$ cat src/rtl/btb_pkg.sv
package btb_pkg;

    typedef struct packed {
        logic n;   // next-direction guess, 1 = taken
        logic l;   // last guess was correct
    } hist_t;

    function automatic hist_t hist_next(hist_t cur, logic taken);
        hist_t nx;
        nx = cur;
        if (taken == cur.n) begin
            nx.l = 1'b1;
        end else if (cur.l) begin
            nx.l = 1'b0;
        end else begin
            nx.n = taken;
            nx.l = 1'b1;
        end
        return nx;
    endfunction

    function automatic hist_t hist_seed(logic taken);
        hist_t nx;
        nx.n = taken;
        nx.l = 1'b1;
        return nx;
    endfunction

endpackage

$ cat src/rtl/btb_line.sv
module btb_line
    import btb_pkg::*;
#(
    parameter int TAG_W  = 28,
    parameter int ADDR_W = 32
) (
    input  logic              clk,
    input  logic              rst_n,
    input  logic              upd_en,
    input  logic [TAG_W-1:0]  upd_tag,
    input  logic              upd_taken,
    input  logic [ADDR_W-1:0] upd_target,
    input  logic              pl_en,
    input  logic [TAG_W-1:0]  pl_tag,
    input  logic [ADDR_W-1:0] pl_target,
    input  hist_t             pl_hist,
    output logic              valid_o,
    output logic [TAG_W-1:0]  tag_o,
    output logic [ADDR_W-1:0] target_o,
    output hist_t             hist_o
);

    typedef struct packed {
        logic              valid;
        logic [TAG_W-1:0]  tag;
        logic [ADDR_W-1:0] target;
        hist_t             hist;
    } line_t;

    line_t st_d, st_q;
    logic  upd_hit;

    assign upd_hit = st_q.valid && (st_q.tag == upd_tag);

    always_comb begin
        st_d = st_q;
        if (pl_en) begin
            st_d.valid  = 1'b1;
            st_d.tag    = pl_tag;
            st_d.target = pl_target;
            st_d.hist   = pl_hist;
        end else if (upd_en) begin
            if (upd_hit) begin
                st_d.hist = hist_next(st_q.hist, upd_taken);
            end else begin
                st_d.valid  = 1'b1;
                st_d.tag    = upd_tag;
                st_d.target = upd_target;
                st_d.hist   = hist_seed(upd_taken);
            end
        end
    end

    always_ff @(posedge clk or negedge rst_n) begin
        if (!rst_n) begin
            st_q <= '0;
        end else begin
            st_q <= st_d;
        end
    end

    assign valid_o  = st_q.valid;
    assign tag_o    = st_q.tag;
    assign target_o = st_q.target;
    assign hist_o   = st_q.hist;

    assert_agree_R5: assert property (@(posedge clk) disable iff (!rst_n)
        (upd_en && !pl_en && upd_hit && upd_taken == st_q.hist.n)
        |=> (st_q.hist.l && st_q.hist.n == $past(st_q.hist.n)));

    assert_first_wrong_R6: assert property (@(posedge clk) disable iff (!rst_n)
        (upd_en && !pl_en && upd_hit && upd_taken != st_q.hist.n && st_q.hist.l)
        |=> (!st_q.hist.l && st_q.hist.n == $past(st_q.hist.n)));

    assert_second_wrong_R7: assert property (@(posedge clk) disable iff (!rst_n)
        (upd_en && !pl_en && upd_hit && upd_taken != st_q.hist.n && !st_q.hist.l)
        |=> (st_q.hist.l && st_q.hist.n == $past(upd_taken)));

    assert_replace_R8: assert property (@(posedge clk) disable iff (!rst_n)
        (upd_en && !pl_en && !upd_hit)
        |=> (st_q.valid && st_q.tag == $past(upd_tag) && st_q.target == $past(upd_target)
             && st_q.hist.n == $past(upd_taken) && st_q.hist.l));

    assert_hit_keeps_target_R8: assert property (@(posedge clk) disable iff (!rst_n)
        (upd_en && !pl_en && upd_hit) |=> ($stable(st_q.target) && $stable(st_q.tag)));

    assert_idle_R9: assert property (@(posedge clk) disable iff (!rst_n)
        (!upd_en && !pl_en) |=> $stable(st_q));

    assert_preload_R11: assert property (@(posedge clk) disable iff (!rst_n)
        pl_en |=> (st_q.valid && st_q.tag == $past(pl_tag) && st_q.hist == $past(pl_hist)));

endmodule

$ cat src/rtl/btb_read.sv
module btb_read
    import btb_pkg::*;
#(
    parameter int LINES  = 4,
    parameter int IDX_W  = 2,
    parameter int TAG_W  = 28,
    parameter int ADDR_W = 32
) (
    input  logic [ADDR_W-1:0]             pc,
    input  logic [LINES-1:0]              valid,
    input  logic [LINES-1:0][TAG_W-1:0]   tags,
    input  logic [LINES-1:0][ADDR_W-1:0]  targets,
    input  hist_t [LINES-1:0]             hists,
    output logic                          hit,
    output logic                          taken,
    output logic [ADDR_W-1:0]             target
);

    logic [IDX_W-1:0] idx;
    logic [TAG_W-1:0] tag;

    assign idx = pc[IDX_W+1:2];
    assign tag = pc[ADDR_W-1:IDX_W+2];

    always_comb begin
        hit    = valid[idx] && (tags[idx] == tag);
        taken  = hit && hists[idx].n;
        target = hit ? targets[idx] : pc + ADDR_W'(4);
    end

endmodule

$ cat src/rtl/btb_predictor.sv
module btb_predictor
    import btb_pkg::*;
#(
    parameter int ADDR_W = 32,
    parameter int IDX_W  = 2,
    localparam int LINES = 1 << IDX_W,
    localparam int TAG_W = ADDR_W - IDX_W - 2
) (
    input  logic              clk,
    input  logic              rst_n,
    input  logic [ADDR_W-1:0] lk_pc,
    output logic              lk_hit,
    output logic              lk_taken,
    output logic [ADDR_W-1:0] lk_target,
    input  logic              up_valid,
    input  logic [ADDR_W-1:0] up_pc,
    input  logic              up_taken,
    input  logic [ADDR_W-1:0] up_target,
    input  logic              pl_en,
    input  logic [IDX_W-1:0]  pl_index,
    input  logic [TAG_W-1:0]  pl_tag,
    input  logic [ADDR_W-1:0] pl_target,
    input  logic              pl_next,
    input  logic              pl_last
);

    logic [LINES-1:0]              valid;
    logic [LINES-1:0][TAG_W-1:0]   tags;
    logic [LINES-1:0][ADDR_W-1:0]  targets;
    hist_t [LINES-1:0]             hists;
    logic [IDX_W-1:0]              up_idx;
    hist_t                         pl_hist;

    assign up_idx    = up_pc[IDX_W+1:2];
    assign pl_hist.n = pl_next;
    assign pl_hist.l = pl_last;

    for (genvar g = 0; g < LINES; g++) begin : g_line
        btb_line #(
            .TAG_W  (TAG_W),
            .ADDR_W (ADDR_W)
        ) i_line (
            .clk        (clk),
            .rst_n      (rst_n),
            .upd_en     (up_valid && (up_idx == IDX_W'(g))),
            .upd_tag    (up_pc[ADDR_W-1:IDX_W+2]),
            .upd_taken  (up_taken),
            .upd_target (up_target),
            .pl_en      (pl_en && (pl_index == IDX_W'(g))),
            .pl_tag     (pl_tag),
            .pl_target  (pl_target),
            .pl_hist    (pl_hist),
            .valid_o    (valid[g]),
            .tag_o      (tags[g]),
            .target_o   (targets[g]),
            .hist_o     (hists[g])
        );
    end

    btb_read #(
        .LINES  (LINES),
        .IDX_W  (IDX_W),
        .TAG_W  (TAG_W),
        .ADDR_W (ADDR_W)
    ) i_read (
        .pc      (lk_pc),
        .valid   (valid),
        .tags    (tags),
        .targets (targets),
        .hists   (hists),
        .hit     (lk_hit),
        .taken   (lk_taken),
        .target  (lk_target)
    );

    assert_miss_target_R4: assert property (@(posedge clk) disable iff (!rst_n)
        !lk_hit |-> (!lk_taken && lk_target == lk_pc + ADDR_W'(4)));

    assert_reset_empty_R1: assert property (@(posedge clk)
        $rose(rst_n) |-> (valid == '0));

    assert_hit_target_R3: assert property (@(posedge clk) disable iff (!rst_n)
        lk_hit |-> (lk_target == targets[lk_pc[IDX_W+1:2]]));

endmodule

$ cat config.mk
export PLATFORM = sky130hd
export DESIGN_NAME = btb_predictor
export DESIGN_NICKNAME = d
export VERILOG_FILES = /design/src/rtl/btb_pkg.sv /design/src/rtl/btb_line.sv /design/src/rtl/btb_read.sv /design/src/rtl/btb_predictor.sv
export SDC_FILE = /design/constraint.sdc
export NUM_CORES = 1
export LEC_CHECK = 0
export BUFFER_PORTS_ARGS = -buffer_cell sky130_fd_sc_hd__buf_2
export CAP_MARGIN = 20
export CORE_ASPECT_RATIO = 1.75
export CORE_MARGIN = 2
export CORE_UTILIZATION = 59
export DETAILED_ROUTE_END_ITERATION = 10
export PLACE_DENSITY = 0.81
export SYNTH_ARGS = -nofsm -noshare
export SYNTH_HDL_FRONTEND = slang
export SYNTH_SLANG_ARGS = --single-unit
$ cat constraint.sdc
create_clock -name clk -period 5.65 [get_ports clk]
set_input_delay 1.4125 -clock clk [delete_from_list [all_inputs] [get_ports clk]]
set_output_delay 1.4125 -clock clk [all_outputs]
set_load 0.005 [all_outputs]
* After elaboration in Yosys (flattened, before gate mapping)
Cells that the tools add are included.
Operators by class: muxes and demuxes 41, eq/ne operators 27, reduce and logical (&&, ||, !) cells 28, magnitude comparators 1, add/sub/neg operators 1
Operator list (number):
- $mux 63 | 8
- $mux 61 | 4
- $eq 28x28->1 | 5
- $bmux 32 s2 | 1
- $mux 32 | 2
- $bmux 28 s2 | 1
- $add 32x3->32 const B | 1
- $mux 28 | 1
- $ne 3x2->1 const B | 8
- $mux 1 | 17
- $logic_and 1x1->1 | 14
- $reduce_and 3->1 | 4
- $mux 2 | 5
- $eq 2x2->1 const B | 4
- $ne 2x1->1 const B | 4
- $reduce_and 2->1 | 4
- $reduce_bool 2->1 | 4
- $bmux 2 s2 | 1
- $eq 1x1->1 | 4
- $eq 2x1->1 const B | 2
- $logic_not 2->1 | 2
- $lt 2x3->1 const B | 1
- $bmux 1 s2 | 1
Storage, ports and cells: output and inout bits 34, register bits 252, input bits 165, logic and storage cells 118

* Logic depth before layout (Yosys ltp)
Gate-level depths: netlist of the first run.
depth in word-level cells 5, gate-level depth with buffers 12, gate-level depth less buffers 8

* Modules after synthesis
Synthesis of the first run repeated with hierarchy kept, for this count alone.
Unflattened totals: cells, all modules 1316, area total of the unflattened synthesis 18322.6 um^2
By module, submodules not included:
- btb_line | cells an instance 257, area an instance 3812.4 um^2, seq. area each 1576.5 um^2, instances 4
- btb_read | cells an instance 280, area an instance 2997.9 um^2, seq. area each 0.0 um^2, instances 1
- btb_predictor | cells an instance 8, area an instance 75.1 um^2, seq. area each 0.0 um^2, instances 1

* Worst setup path before layout of the first run
No wires, ideal clock.
path type in2out, from input port lk_pc[2], to output port lk_target[24], cell stages on the path 10, path buffers 3, data required time 4238 ps, arrival time 3725 ps, slack 512 ps, path through buf_6 -> buf_6 -> mux4_1 -> xnor2_1 -> nand4_1 -> nor4_1 -> o2111ai_1 -> nor3_4 -> buf_6 -> mux2_2
Between the ends: cells in the longest elaborated chain, start to end 5, elaborated cells between the ends (all ways) 10, classes of those cells add/sub: 1; eq/ne: 1; mux: 7; reduce/logical: 1
RTL lines:
- start, declared | RTL line btb_predictor.sv:11 | input logic [ADDR_W-1:0] lk_pc,
- $bmux 28 s2 | RTL line btb_read.sv:26 | hit = valid[idx] && (tags[idx] == tag);
- $mux 28 (not written as such) | RTL line btb_read.sv:26
- $eq 28x28->1 | RTL line btb_read.sv:26
- $logic_and 1x1->1 (*) | RTL line btb_read.sv:26
- net lk_hit | RTL line btb_predictor.sv:12 | output logic lk_hit,
- $mux 32 (*) | RTL line btb_read.sv:28 | target = hit ? targets[idx] : pc + ADDR_W'(4);
- end, declared | RTL line btb_predictor.sv:14 | output logic [ADDR_W-1:0] lk_target,
The timed path passes the listed nets; every way through them passes the cells marked *. The select of a mux whose other input is x is not followed.

* Worst setup path after layout of the first run
from input port lk_pc[2], to output port lk_target[4]
Between the ends: cells in the longest elaborated chain, start to end 5, elaborated cells between the ends (all ways) 10, classes of those cells add/sub: 1; eq/ne: 1; mux: 7; reduce/logical: 1
RTL lines (RTL line):
- parallel branches: the longest is 4 deep, another holds $add 32x3->32
- $mux 32 (*) | btb_read.sv:28
Every way passes the cells marked *. The select of a mux whose other input is x is not followed.

==> results of run 1 <==
## worst paths after layout
check / endpoint / start / slack, ps
max in group asynchronous: g_line[2].i_line.target_o[4] / rst_n / 3570
setup reg to reg: g_line[3].i_line.target_o[3] / g_line[3].i_line.tag_o[6] / 2170
setup / recovery: lk_target[4] / lk_pc[2] / 80
hold / removal: g_line[2].i_line.valid_o / g_line[2].i_line.valid_o / 520
hold reg to reg: g_line[2].i_line.valid_o / g_line[2].i_line.valid_o / 520
min in group asynchronous: g_line[2].i_line.target_o[25] / rst_n / 870
## cell usage in the layout (no fill, tap or decap), types with 3 or more instances in the layout
cell and n:
clkinv_2 6, nor2b_1 3, and3_1 3, mux2_2 30, nor3_1 6, o21ai_0 12
diode_2 10, a211oi_1 4, nand3_1 21, nand3b_1 3, o221ai_1 3, clkbuf_8 4
xnor2_1 95, bufinv_16 4, nand2b_1 6, dfrtp_1 252, clkbuf_16 26, o22ai_1 5
mux4_2 48, nor2_1 263, nand4_1 23, inv_1 13, mux2_1 3, nand2_1 148
a31oi_1 61, buf_2 193, buf_4 31, nor4_1 20, mux2i_1 210, clkbuf_1 3
a21oi_1 186, buf_12 9, xor2_1 69
## flip-flops by register name, indices dropped and copies added, names as in the netlist
name	flops
g_line.i_line.hist_o	8
g_line.i_line.tag_o	112
g_line.i_line.target_o	128
g_line.i_line.valid_o	4
## layer usage
layer / vias to the layer above / track usage [%]
li1: 6081 / -
met1: 6806 / 45.0
met2: 855 / 61.8
met3: 242 / 6.26
met4: 2 / 26.7
met5: - / 0
## stage by stage
stage	area, um2	utilization, %	hold slack (ps)	cells
after floorplan	15700	-	456	1660
after global placement	17000	64.4	501	2083
after detailed placement	17000	64.4	490	2083
after CTS	17900	67.7	510	2127
after global routing	17900	67.9	533	2136
final	17900	68.0	521	2138
## where the power goes
group | internal [uW] | switching, uW | total (uW)
clock network | 1050 | 753 | 1800
registers | 2120 | 264 | 2380
logic | 597 | 778 | 1380
## cells by family after synthesis
| kind of cell | after synthesis | share of synthesized area, % |
|---|---|---|
| flops | 252 | 40.1 |
| buf+inv | 151 | 3.95 |
| fa+ha+maj | 1 | 0.0796 |
| compound gates | 291 | 10.4 |
| mux | 292 | 22.8 |
| simple gates | 509 | 13.6 |
| xor+xnor | 164 | 9.13 |
## critical path, cell delays in order
cell     delay, ps
buf_6          160
buf_4          190
buf_12         150
mux4_2         530
xor2_1         160
nor4_1         290
nand4_1        190
nor3_4         250
buf_12         150
buf_12         140
mux2_1         380
buf_2          150
## final cells by class
| cell class | count | area (um2) |
|---|---|---|
| multi-input combinational | 1257 | 8840 |
| fill | 2064 | 8460 |
| sequential | 252 | 6310 |
| timing repair buffer | 238 | 1450 |
| clock buffer | 32 | 692 |
| tap | 324 | 405 |
| clock inverter | 12 | 166 |
| inverter | 13 | 48.8 |
| antenna | 10 | 25.0 |
## what timing repair did
item / in CTS / in global routing
resized for setup: 0 / 3
setup buffers: 0 / 1
hold endpoints to repair: 0 / 0
endpoints found under the setup margin: 0 / 31
==> metrics.cfg, run 1 <==
[status]
outcome = finished clean

[pwr]
leakagePower_uw = 0.00796
ir_worst_vdd_mv = 0.251
p_per_area_mw_per_mm2 = 310
finalPower_uw = 5560

[global_route]
grt_pass1_vias = 13992
grt_pass1_wl_um = 80600
grt_start_max_net_pins = 112
grt_overflow = 0
antenna_found_initial = 9
grt_usage_pct = 37.7

[place]
io_buffers = 196
dp_slack_ps = 40.3
dp_hpwl_um = 35900
gp_congestion = 1.04

[clock_tree]
cts-root-buf = clkbuf_16
clockBufferDepth = 3
clk_pin_slew_worst_paths_ps = 70
cts_tree = built
cts_buffers = 25
htreeDepth = 1
clk_latency_ps = 540
cts.sinks = 252
cts-hold-fix-buffers = 0

[routing]
wl_per_cell_um = 24.6
drt_iter0_drc = 1445
wl_um = 52500
met3RoutedLength_um = 4760
routed.top_layer = met5
drc = 0
post_drt_via_cell_ratio = 6.54
vias = 13986
wl_met2_um = 25600
ant_nets = 0
drtPass1Iterations = 8
wirelength_met1_um = 17700

[floorplan]
core_area_mm2 = 0.0264
die_h_um = 220
start_util_pct = 59.6
ioPinCount = 199
die-area_mm2 = 0.0280
num_rows = 79
die_w_um = 127

[flow_run]
cap_violations = 0

[setup_path]
reg2reg_depth = 7
worstPathArrival_ps = 4160
critPathCaptureType = output port
critical_path_class = input port to output port
cp-start-kind = input port
cp.required_ps = 4240
cp_max_fo = 10

[timing]
period_needed_ps = 5570
finalHoldViolCount = 0
worst_pin_slew_ps = 1010
worst_slack_ps = 76.9
rsz0062_at_grt = no
fmax_mhz = 179
fin_tns_setup_ps = 0
skew_ps = 9.84
drv_slew = 0
setup_viol = 0
post-route-period-util_pct = 98.6
relSlewSlack_pct = 31.9

[finish]
area_delta_synth_final_pct = 14.0
drive_gt1_share_pct = 20.4
finalNetCount = 1953

[yosys]
synthesis.instances = 1660
yosys_most_used_dff = dfrtp_1
synth_nets = 1826
synth_area_mm2 = 0.0157
synth.distinct_cells = 51
synth_area_leader_cell = dfrtp_1
syn_area_per_cell_um2 = 9.47
post-synth-top-count-cell = nor2_1
ys_ff_latch = 252
synth_edf_count = 0
yosys_warnings = 0
ys_async_sr_fraction_pct = 100
synth_common_cells = nor2_1 (265), dfrtp_1 (252), mux2i_1 (210), a21oi_1 (186), nand2_1 (148)
netlist_top_cells_area = dfrtp_1 (40%), mux2i_1 (13%), mux4_2 (6.9%)
ys_seq_area_share_pct = 40.1
synth_top_area_share_pct = 40.1

[worst_hold_path]
min_path_type = flip-flop to flip-flop
holdPathStages = 1

Power figures use the tool's default switching activity.
==> run 2, diff against run 1 <==
- CELL_PAD_IN_SITES_DETAIL_PLACEMENT: unset -> 0
- CELL_PAD_IN_SITES_GLOBAL_PLACEMENT: unset -> 1
- CORE_UTILIZATION: 59 -> 46
- PLACE_DENSITY: 0.81 -> unset
- PLACE_DENSITY_LB_ADDON: unset -> 0.1
==> run 2 against run 1 <==
- final cell count is 6.4% higher
- core utilization is 14 points lower
- wire length increased by 7.1%
- clock skew increased by 7.4 ps
- combinational power hardly changed
- sequential power hardly changed
- via count shrank 6.2%
- die area up 28%
- clock power is 2% higher
- register-to-register slack better by 220 ps
- clock-buffer cell count up 11
- critical path type unchanged
==> metrics.cfg, run 2 (synthesis results as in run 1) <==
[floorplan]
die_h_um = 249  ; was 220 um
die-area_mm2 = 0.0357  ; was 0.0280 mm2
core_area_mm2 = 0.0337  ; was 0.0264 mm2
num_rows = 89  ; was 79
start_util_pct = 46.6  ; was 59.6%
ioPinCount = 199  ; unchanged
die_w_um = 144  ; was 127 um

[global_route]
grt_overflow = 0  ; unchanged
grt_pass1_vias = 13154  ; was 14.0k
grt_usage_pct = 31.4  ; was 37.7%
grt_start_max_net_pins = 110  ; was 112
grt_pass1_wl_um = 83500  ; was 80600 um
antenna_found_initial = 3  ; was 9

[pwr]
p_per_area_mw_per_mm2 = 306  ; was 310 mW/mm2
leakagePower_uw = 0.00810  ; was 0.00796 uW
ir_worst_vdd_mv = 0.237  ; was 0.251 mV

[finish]
drive_gt1_share_pct = 21.2  ; was 20.4%
fill_cells = 3108  ; was 2064
regArea_mm2 = 0.00631  ; unchanged
finalNetCount = 1964  ; was 1953
mostFrequentLayoutCells = nor2_1 (263), dfrtp_1 (252), mux2i_1 (210)  ; unchanged
layout_commonest_cell = nor2_1  ; unchanged
area_delta_synth_final_pct = 16.7  ; was 14.0%
fin_util_pct = 54.4  ; was 68.0%
multi_input_area_mm2 = 0.00895  ; was 0.00884 mm2
largest_reg_flops = 128  ; unchanged

[setup_path]
cp.required_ps = 4240  ; about the same
worstPathArrival_ps = 4180  ; was 4160 ps
cp-start-kind = input port  ; unchanged
cp_max_fo = 11  ; was 10
critical_path_class = input port to output port  ; unchanged
critPathCaptureType = output port  ; unchanged

[worst_hold_path]
min_path_type = flip-flop to flip-flop  ; unchanged

[place]
io_buffers = 196  ; unchanged
gp_congestion = 0.953  ; was 1.04
dp_hpwl_um = 39300  ; was 35900 um
dp_slack_ps = 20.5  ; was 40.3 ps

[routing]
drt_iter0_drc = 867  ; was 1445
post_drt_via_cell_ratio = 5.76  ; was 6.54
ant_nets = 0  ; unchanged
wl_um = 56300  ; was 52500 um
drtPass1Iterations = 5  ; was 8
vias = 13112  ; was 14.0k
drc = 0  ; unchanged
wl_per_cell_um = 24.7  ; was 24.6 um

[timing]
finalHoldViolCount = 0  ; unchanged
post-route-period-util_pct = 98.9  ; was 98.6%
fmax_mhz = 179  ; about the same
rsz0062_at_grt = no  ; unchanged
worst_slack_ps = 60.3  ; was 76.9 ps
period_needed_ps = 5590  ; was 5570 ps
setup_viol = 0  ; unchanged
skew_ps = 17.3  ; was 9.84 ps
worst_pin_slew_ps = 1040  ; was 1010 ps
fin_tns_setup_ps = 0  ; unchanged
drv_slew = 0  ; unchanged
relSlewSlack_pct = 30.7  ; was 31.9%

[status]
outcome = finished clean  ; unchanged

[clock_tree]
clk_pin_slew_worst_paths_ps = 60  ; was 70 ps
cts_buffers = 27  ; was 25
cts-root-buf = clkbuf_16  ; unchanged
clockBufferDepth = 3  ; unchanged
cts.sinks = 252  ; unchanged
cts-hold-fix-buffers = 0  ; unchanged
cts_tree = built  ; unchanged
clk_latency_ps = 560  ; was 540 ps
htreeDepth = 1  ; unchanged

[flow_run]
cap_violations = 0  ; unchanged

-- run 2: through the flow --
| step | cell area [um2] | total power, uW | cells | hold slack (ps) |
|---|---|---|---|---|
| floorplan | 15700 | 3210 | 1660 | 456 |
| global placement | 17200 | 3750 | 2216 | 502 |
| detailed placement | 17200 | 3780 | 2216 | 497 |
| CTS | 18100 | 5630 | 2267 | 515 |
| global route | 18400 | 5870 | 2275 | 541 |
| finish | 18400 | 5620 | 2275 | 516 |
-- run 2: path summary, 6_finish.rpt --
path	start	slack [ps]	depth (start not counted)	endpoint
min in group asynchronous	rst_n	770	1	g_line[0].i_line.tag_o[3]
min reg2reg	g_line[2].i_line.valid_o	520	1	g_line[2].i_line.valid_o
min	g_line[2].i_line.valid_o	520	1	g_line[2].i_line.valid_o
max	lk_pc[3]	60	12	lk_target[24]
max reg2reg	g_line[0].i_line.tag_o[9]	2390	8	g_line[0].i_line.tag_o[21]
max in group asynchronous	rst_n	3720	2	g_line[0].i_line.tag_o[18]
-- run 2: cell type report --
class	count	area share, %
Clock buffer	43	4.39
Tap cell	455	3.10
Multi-Input combinational cell	1257	48.8
Inverter	13	0.266
Antenna cell	2	0.0273
Clock inverter	6	0.470
Timing Repair Buffer	247	8.60
Sequential cell	252	34.4
-- run 2: critical path, cell delays in order --
cell	delay, ps
buf_2	350
mux4_2	440
xnor2_2	200
nand4_1	160
nor4_2	290
buf_4	170
o2111ai_4	100
nor3_4	260
buf_6	170
buf_12	160
mux2_4	330
buf_2	130
-- run 2: per-layer routing --
layer  part of all wire [%]  wire length (um)  track usage [%]
met1                     40             22500             40.2
met2                     50             28300             52.8
met3                    5.0              2810             3.45
met4                    4.6              2610             14.4
met5                  0.020                11                0
-- run 2: repair_timing --
action | 4_1_cts | 5_1_grt
pin swaps | 2 | 5
endpoints found under the setup margin | 8 | 32
setup buffers | 1 | 4
gates resized for setup | 6 | 34
gates cloned | 1 | 2
-- run 2: where the power goes --
group	total (uW)	switching (uW)	leakage (uW)	internal (uW)
sequential	2380	265	0.00277	2120
clock	1840	773	0.000434	1060
combinational	1400	785	0.00490	611
